--- src/rtl/lsd_pkg.sv ---
package lsd_pkg;

  // Symbol class; the value doubles as the control tag on out_nib.
  typedef enum logic [3:0] {
    K_I    = 4'd0,
    K_H    = 4'd1,
    K_J    = 4'd2,
    K_K    = 4'd3,
    K_T    = 4'd4,
    K_R    = 4'd5,
    K_S    = 4'd6,
    K_Q    = 4'd7,
    K_V    = 4'd8,
    K_DATA = 4'd9
  } sym_kind_e;

  typedef enum logic [3:0] {
    LS_UNKNOWN = 4'd0,
    LS_NOISE   = 4'd1,
    LS_ACTIVE  = 4'd2,
    LS_IDLE    = 4'd3,
    LS_SUPER   = 4'd4,
    LS_HALT    = 4'd5,
    LS_QUIET   = 4'd6,
    LS_MASTER  = 4'd7,
    LS_VIOL    = 4'd8
  } line_state_e;

  typedef struct packed {
    sym_kind_e  kind;
    logic [3:0] nib;
  } sym_dec_t;

endpackage

--- src/rtl/lsd_sym_decode.sv ---
module lsd_sym_decode
  import lsd_pkg::*;
(
  input  logic [4:0] code,
  output sym_dec_t   dec
);

  always_comb begin
    dec.kind = K_DATA;
    dec.nib  = 4'h0;
    case (code)
      5'b11110: dec.nib = 4'h0;
      5'b01001: dec.nib = 4'h1;
      5'b10100: dec.nib = 4'h2;
      5'b10101: dec.nib = 4'h3;
      5'b01010: dec.nib = 4'h4;
      5'b01011: dec.nib = 4'h5;
      5'b01110: dec.nib = 4'h6;
      5'b01111: dec.nib = 4'h7;
      5'b10010: dec.nib = 4'h8;
      5'b10011: dec.nib = 4'h9;
      5'b10110: dec.nib = 4'hA;
      5'b10111: dec.nib = 4'hB;
      5'b11010: dec.nib = 4'hC;
      5'b11011: dec.nib = 4'hD;
      5'b11100: dec.nib = 4'hE;
      5'b11101: dec.nib = 4'hF;
      5'b11111: dec.kind = K_I;
      5'b00100: dec.kind = K_H;
      5'b11000: dec.kind = K_J;
      5'b10001: dec.kind = K_K;
      5'b01101: dec.kind = K_T;
      5'b00111: dec.kind = K_R;
      5'b11001: dec.kind = K_S;
      5'b00000: dec.kind = K_Q;
      default:  dec.kind = K_V;
    endcase
    if (dec.kind != K_DATA) dec.nib = dec.kind;
  end

endmodule

--- src/rtl/lsd_run_track.sv ---
module lsd_run_track
  import lsd_pkg::*;
#(
  parameter int RUN_MAX = 16,
  localparam int RW = $clog2(RUN_MAX + 1)
)(
  input  logic          clk,
  input  logic          rst_n,
  input  logic          en,
  input  sym_kind_e     kind,
  output sym_kind_e     prev_kind,
  output logic [RW-1:0] run_next
);

  localparam logic [RW-1:0] RUN_SAT = RW'(RUN_MAX);

  sym_kind_e     prev_q;
  logic [RW-1:0] run_q;
  logic          repeatable;

  always_comb begin
    repeatable = (kind == K_I) || (kind == K_H) || (kind == K_Q);
    if (!repeatable)          run_next = '0;
    else if (kind != prev_q)  run_next = RW'(1);
    else if (run_q == RUN_SAT) run_next = RUN_SAT;
    else                      run_next = run_q + RW'(1);
  end

  always_ff @(posedge clk or negedge rst_n) begin
    if (!rst_n) begin
      prev_q <= K_V;
      run_q  <= '0;
    end else if (en) begin
      prev_q <= kind;
      run_q  <= run_next;
    end
  end

  assign prev_kind = prev_q;

endmodule

--- src/rtl/lsd_state_fsm.sv ---
module lsd_state_fsm
  import lsd_pkg::*;
#(
  parameter int IDLE_PAIRS  = 2,
  parameter int SUPER_PAIRS = 8,
  parameter int HALT_PAIRS  = 2,
  parameter int QUIET_PAIRS = 2,
  parameter int RW          = 5
)(
  input  logic          clk,
  input  logic          rst_n,
  input  logic          en,
  input  sym_kind_e     kind,
  input  sym_kind_e     prev_kind,
  input  logic [RW-1:0] run_next,
  output line_state_e   state,
  output logic          change
);

  localparam logic [RW-1:0] IDLE_RUN  = RW'(2 * IDLE_PAIRS);
  localparam logic [RW-1:0] SUPER_RUN = RW'(2 * SUPER_PAIRS);
  localparam logic [RW-1:0] HALT_RUN  = RW'(2 * HALT_PAIRS);
  localparam logic [RW-1:0] QUIET_RUN = RW'(2 * QUIET_PAIRS);

  line_state_e state_q, state_d;
  logic        change_q;
  logic        hold_ok;

  always_comb begin
    case (state_q)
      LS_IDLE, LS_SUPER: hold_ok = (kind == K_I) || (kind == K_J);
      LS_HALT:           hold_ok = (kind == K_H);
      LS_QUIET:          hold_ok = (kind == K_Q);
      LS_MASTER:         hold_ok = (kind == K_H) || (kind == K_Q);
      default:           hold_ok = 1'b1;
    endcase

    if (prev_kind == K_J && kind == K_K)
      state_d = LS_ACTIVE;
    else if (kind == K_I && run_next >= SUPER_RUN)
      state_d = LS_SUPER;
    else if (kind == K_I && run_next >= IDLE_RUN)
      state_d = LS_IDLE;
    else if (kind == K_H && run_next >= HALT_RUN)
      state_d = LS_HALT;
    else if (kind == K_Q && run_next >= QUIET_RUN)
      state_d = LS_QUIET;
    else if ((prev_kind == K_H && kind == K_Q) || (prev_kind == K_Q && kind == K_H))
      state_d = LS_MASTER;
    else if (state_q == LS_ACTIVE)
      state_d = (kind == K_V || kind == K_H || kind == K_Q) ? LS_NOISE : LS_ACTIVE;
    else if (kind == K_V)
      state_d = LS_VIOL;
    else if (hold_ok)
      state_d = state_q;
    else
      state_d = LS_NOISE;
  end

  always_ff @(posedge clk or negedge rst_n) begin
    if (!rst_n) begin
      state_q  <= LS_UNKNOWN;
      change_q <= 1'b0;
    end else begin
      change_q <= en && (state_d != state_q);
      if (en) state_q <= state_d;
    end
  end

  assign state  = state_q;
  assign change = change_q;

endmodule

--- src/rtl/rx_line_state.sv ---
module rx_line_state
  import lsd_pkg::*;
#(
  parameter int IDLE_PAIRS  = 2,
  parameter int SUPER_PAIRS = 8,
  parameter int HALT_PAIRS  = 2,
  parameter int QUIET_PAIRS = 2
)(
  input  logic       clk,
  input  logic       rst_n,
  input  logic       sym_valid,
  input  logic [4:0] sym_code,
  output logic       out_valid,
  output logic [3:0] out_nib,
  output logic       out_ctrl,
  output logic [3:0] line_state,
  output logic       ls_change
);

  localparam int MAX_A   = (IDLE_PAIRS > SUPER_PAIRS) ? IDLE_PAIRS : SUPER_PAIRS;
  localparam int MAX_B   = (HALT_PAIRS > QUIET_PAIRS) ? HALT_PAIRS : QUIET_PAIRS;
  localparam int RUN_MAX = 2 * ((MAX_A > MAX_B) ? MAX_A : MAX_B);
  localparam int RW      = $clog2(RUN_MAX + 1);

  logic [1:0]    rst_sync;
  logic          rst_core_n;
  sym_dec_t      dec;
  sym_kind_e     prev_kind;
  logic [RW-1:0] run_next;
  line_state_e   state;
  logic          out_valid_q;
  logic [3:0]    out_nib_q;
  logic          out_ctrl_q;

  always_ff @(posedge clk or negedge rst_n) begin
    if (!rst_n) rst_sync <= 2'b00;
    else        rst_sync <= {rst_sync[0], 1'b1};
  end
  assign rst_core_n = rst_sync[1];

  lsd_sym_decode u_dec (
    .code (sym_code),
    .dec  (dec)
  );

  lsd_run_track #(.RUN_MAX(RUN_MAX)) u_run (
    .clk       (clk),
    .rst_n     (rst_core_n),
    .en        (sym_valid),
    .kind      (dec.kind),
    .prev_kind (prev_kind),
    .run_next  (run_next)
  );

  lsd_state_fsm #(
    .IDLE_PAIRS  (IDLE_PAIRS),
    .SUPER_PAIRS (SUPER_PAIRS),
    .HALT_PAIRS  (HALT_PAIRS),
    .QUIET_PAIRS (QUIET_PAIRS),
    .RW          (RW)
  ) u_fsm (
    .clk       (clk),
    .rst_n     (rst_core_n),
    .en        (sym_valid),
    .kind      (dec.kind),
    .prev_kind (prev_kind),
    .run_next  (run_next),
    .state     (state),
    .change    (ls_change)
  );

  always_ff @(posedge clk or negedge rst_core_n) begin
    if (!rst_core_n) begin
      out_valid_q <= 1'b0;
      out_nib_q   <= 4'h0;
      out_ctrl_q  <= 1'b0;
    end else begin
      out_valid_q <= sym_valid;
      if (sym_valid) begin
        out_nib_q  <= dec.nib;
        out_ctrl_q <= (dec.kind != K_DATA);
      end
    end
  end

  assign out_valid  = out_valid_q;
  assign out_nib    = out_nib_q;
  assign out_ctrl   = out_ctrl_q;
  assign line_state = state;

endmodule

--- config.mk ---
export PLATFORM = sky130hd
export DESIGN_NAME = rx_line_state
export DESIGN_NICKNAME = d
export VERILOG_FILES = /design/src/rtl/lsd_pkg.sv /design/src/rtl/lsd_sym_decode.sv /design/src/rtl/lsd_run_track.sv /design/src/rtl/lsd_state_fsm.sv /design/src/rtl/rx_line_state.sv
export SDC_FILE = /design/constraint.sdc
export NUM_CORES = 1
export LEC_CHECK = 0
export ABC_AREA = 1
export BUFFER_PORTS_ARGS = -buffer_cell sky130_fd_sc_hd__buf_2
export CAP_MARGIN = 20
export CORE_ASPECT_RATIO = 1.4
export CORE_MARGIN = 2
export CORE_UTILIZATION = 50
export CTS_CLUSTER_SIZE = 8
export DETAILED_ROUTE_END_ITERATION = 16
export PLACE_DENSITY = 0.69
export SLEW_MARGIN = 40
export SYNTH_ARGS = -nofsm -noshare
export SYNTH_HDL_FRONTEND = slang
export SYNTH_HIERARCHICAL = 1
export SYNTH_SLANG_ARGS = --single-unit
--- constraint.sdc ---
create_clock -name clk -period 0.8 [get_ports clk]
set_input_delay 0.04 -clock clk [delete_from_list [all_inputs] [get_ports clk]]
set_output_delay 0.04 -clock clk [all_outputs]
set_load 0.01 [all_outputs]
==> results by group <==
Global routing
  • Initial antenna violation count: 0
  • Vias in the first global route: 2,325
  • Largest net degree at the start of global routing: 14
  • First-pass GRT wire length: 9440 um
  • Total gr overflow: 0
  • Total GRT Usage: 0.274

Critical path
  • Worst r2r src: u_run/run_q[0]
  • CP max-delay cell: a211oi_1
  • FF-to-FF path depth: 20
  • CP max stage delay: 0.27 ns
  • Critical path class: in -> reg
  • Worst path cell trace: buf_12, inv_16, nor2_4, nand3_2, nand2_2, nor2_4, nand2_2, inv_4, xnor2_2, nand2_1, nor2_4, nand2_2, nor2_2, nor2_4, inv_2, o21ai_2, buf_4, a211oi_1, o21ai_2, nand2_1, nand2_1, nand2_1, a21oi_2
  • Worst EP arrival: 2.52 ns
  • Worst Path Required: 0.95 ns
  • R2r setup slk: -1.54 ns
  • Highest net fanout along the worst path: 7
  • Crit Reg-Reg Endpoint: u_fsm/change
  • Endpoint class of the critical path: flop
  • CP Launch Type: input pin

Detailed routing
  • Pre-antenna DRT Iters: 4
  • Wire length per cell: 15.4 um
  • Post-route ant nets: 0
  • WL final: 6720 um
  • Via count: 2,339
  • 1st-iter DRT viols: 81
  • Vias/cell: 5.36
  • Remaining DRCs: 0

Clock tree
  • H-tree Lvls: 1
  • Later-pin clock latency in the skew report: 0.26 ns
  • Clock tree from TritonCTS: done
  • Clk pin slew, worst setup/hold paths: 0.09 ns
  • CTS Buffer Depth: 2
  • Clk sinks: 22
  • CTS root buffer: clkbuf_8
  • CTS buffer count: 3

Die
  • Die height: 76.3 um
  • Floorplan row count: 26
  • Die X: 55.7 um
  • Starting density of the core: 0.517
  • Top-Level Pins: 19
  • Die area: 4250 um^2
  • Core ar.: 3610 um^2

Worst hold path
  • Worst Hold Path EP: out_valid
  • Hold Startpoint: sym_valid
  • Min-Delay Path Class: in -> reg
  • Depth of the worst hold-timing path: 1

Run status
  • Failing checks: setup timing
  • Outcome: finished with violations

Power
  • PwrDens: 1650 nW/um^2
  • Worst IR drop on VDD: 1660 uV
  • Lkg Pwr: 1.61 nW

Final layout
  • Layout cell share with drive strength beyond 1: 0.520
  • Post-route insts no fill: 436
  • Antenna cells: 0
  • Synth-to-Final Area Change: 66.4%
  • Layout net count: 405
  • # fillers: 211

Placement
  • Final Wtd Congestion: 0.847
  • Pre-CTS setup slack: -1.72 ns
  • IO buf count: 18
  • Dpl hpwl: 3990 um
  • Placed insts: 411

Synthesis
  • Syn Area/Cell: 6.19 um^2
  • Warnings, synthesis: 6
  • Synth Instances: 302
  • Synth Net Count: 312
  • Synthesized cell area: 1870 um^2

Timing
  • RSZ-0062 raised after global routing: true
  • Min Clock Period, post-route: 2.38 ns
  • Fin crit share: 2.97
  • Setup Viol. Count Final: 28
  • Final WS setup: -1.58 ns
  • Clk_skew: 0.00800 ns
  • FMAX: 421 MHz
  • Slew Limit Fails: 0
  • Final Hold Viols: 0

Run
  • Max Cap Viol: 0
[how the worst max path moves through the flow]
stage	endpoint	startpoint	cells after the start	slack (ns)
after CTS	u_fsm/change	u_run/run_q[0]	19	-1.42
after detailed placement	u_fsm/change	sym_code[4]	26	-1.72
after global placement	u_fsm/change	sym_code[4]	26	-1.69
after floorplan	u_fsm/change	sym_code[4]	24	-1.33
final	u_fsm/change	sym_code[4]	23	-1.58
after global routing	u_fsm/change	sym_code[4]	26	-1.69
[through the flow]
step	utilization	total power [W]	hold WS, ns	setup TNS, ns	area, um^2
floorplan	-	0.00263	-0.256	-7.95	1990
global placement	0.696	0.00344	-0.175	-15.34	2510
detailed placement	0.696	0.00348	-0.172	-15.62	2510
CTS	0.789	0.00485	0.0181	-9.86	2850
global route	0.861	0.00542	0.0131	-13.12	3110
finish	0.861	0.00513	0.0254	-11.65	3110
[worst max-delay path, delay by kind of cell]
family,cells,cell delay [ns]
AOI/OAI and AO/OA,4,0.48
xor gates and xnor gates,1,0.16
buffers and inverters,5,0.40
and+or+nand+nor,13,1.42
[sequential cells by signal, summed over array words and instances (netlist names)]
name,flops
u_run/run_q,5
out_nib,4
u_fsm/state,4
u_run/prev_kind,4
rst_sync,2
out_ctrl,1
out_valid,1
u_fsm/change,1
[area by class of cell]
class / count / area (um^2) / area share
Timing Repair Buffer: 89 / 779 / 0.251
Tap cell: 42 / 52.6 / 0.0169
Sequential cell: 22 / 558 / 0.180
Inverter: 43 / 194 / 0.0624
Clock inverter: 1 / 30.0 / 0.00966
Clock buffer: 3 / 41.3 / 0.0133
Multi-Input combinational cell: 236 / 1450 / 0.467
[what timing repair did]
action | 4_1_cts | 5_1_grt
buffers inserted | 9 | 13
hold buffers | 1 | 0
resized for setup | 55 | 47
gates cloned | 0 | 0
pin swaps | 19 | 23
endpoints found under the setup margin | 28 | 28
hold endpoints to repair | 2 | 0
[layer usage]
| layer | vias to the layer above | track usage | routed length [um] | part of all wire |
|---|---|---|---|---|
| li1 | 1120 | - | - | - |
| met1 | 1095 | 0.263 | 2400 | 0.36 |
| met2 | 86 | 0.545 | 3720 | 0.55 |
| met3 | 38 | 0.0323 | 203 | 0.030 |
| met4 | 0 | 0.141 | 395 | 0.059 |
| met5 | - | 0 | 0 | 0 |
[report_power, final]
| group | internal (W) | switching, W |
|---|---|---|
| registers | 0.00128 | 0.000197 |
| logic | 0.00125 | 0.00137 |
| clock network | 0.000668 | 0.000372 |
[cell usage in the layout, fill, tap and decap left out, types with 4 or more instances in the layout]
master	instances
nand2_1	88
buf_4	55
nor2_1	27
nand2_2	26
inv_1	20
buf_6	17
dfrtp_1	16
inv_2	14
nor2_2	12
nand3_1	11
nor2_4	10
nand3_2	10
buf_2	9
inv_4	6
o21ai_2	6
nand4_1	6
dfrtp_2	5
nand2_4	4
buf_8	4
and2_4	4
o21ai_0	4
xor2_1	4
xnor2_2	4
(Power assumes the default switching activity.)
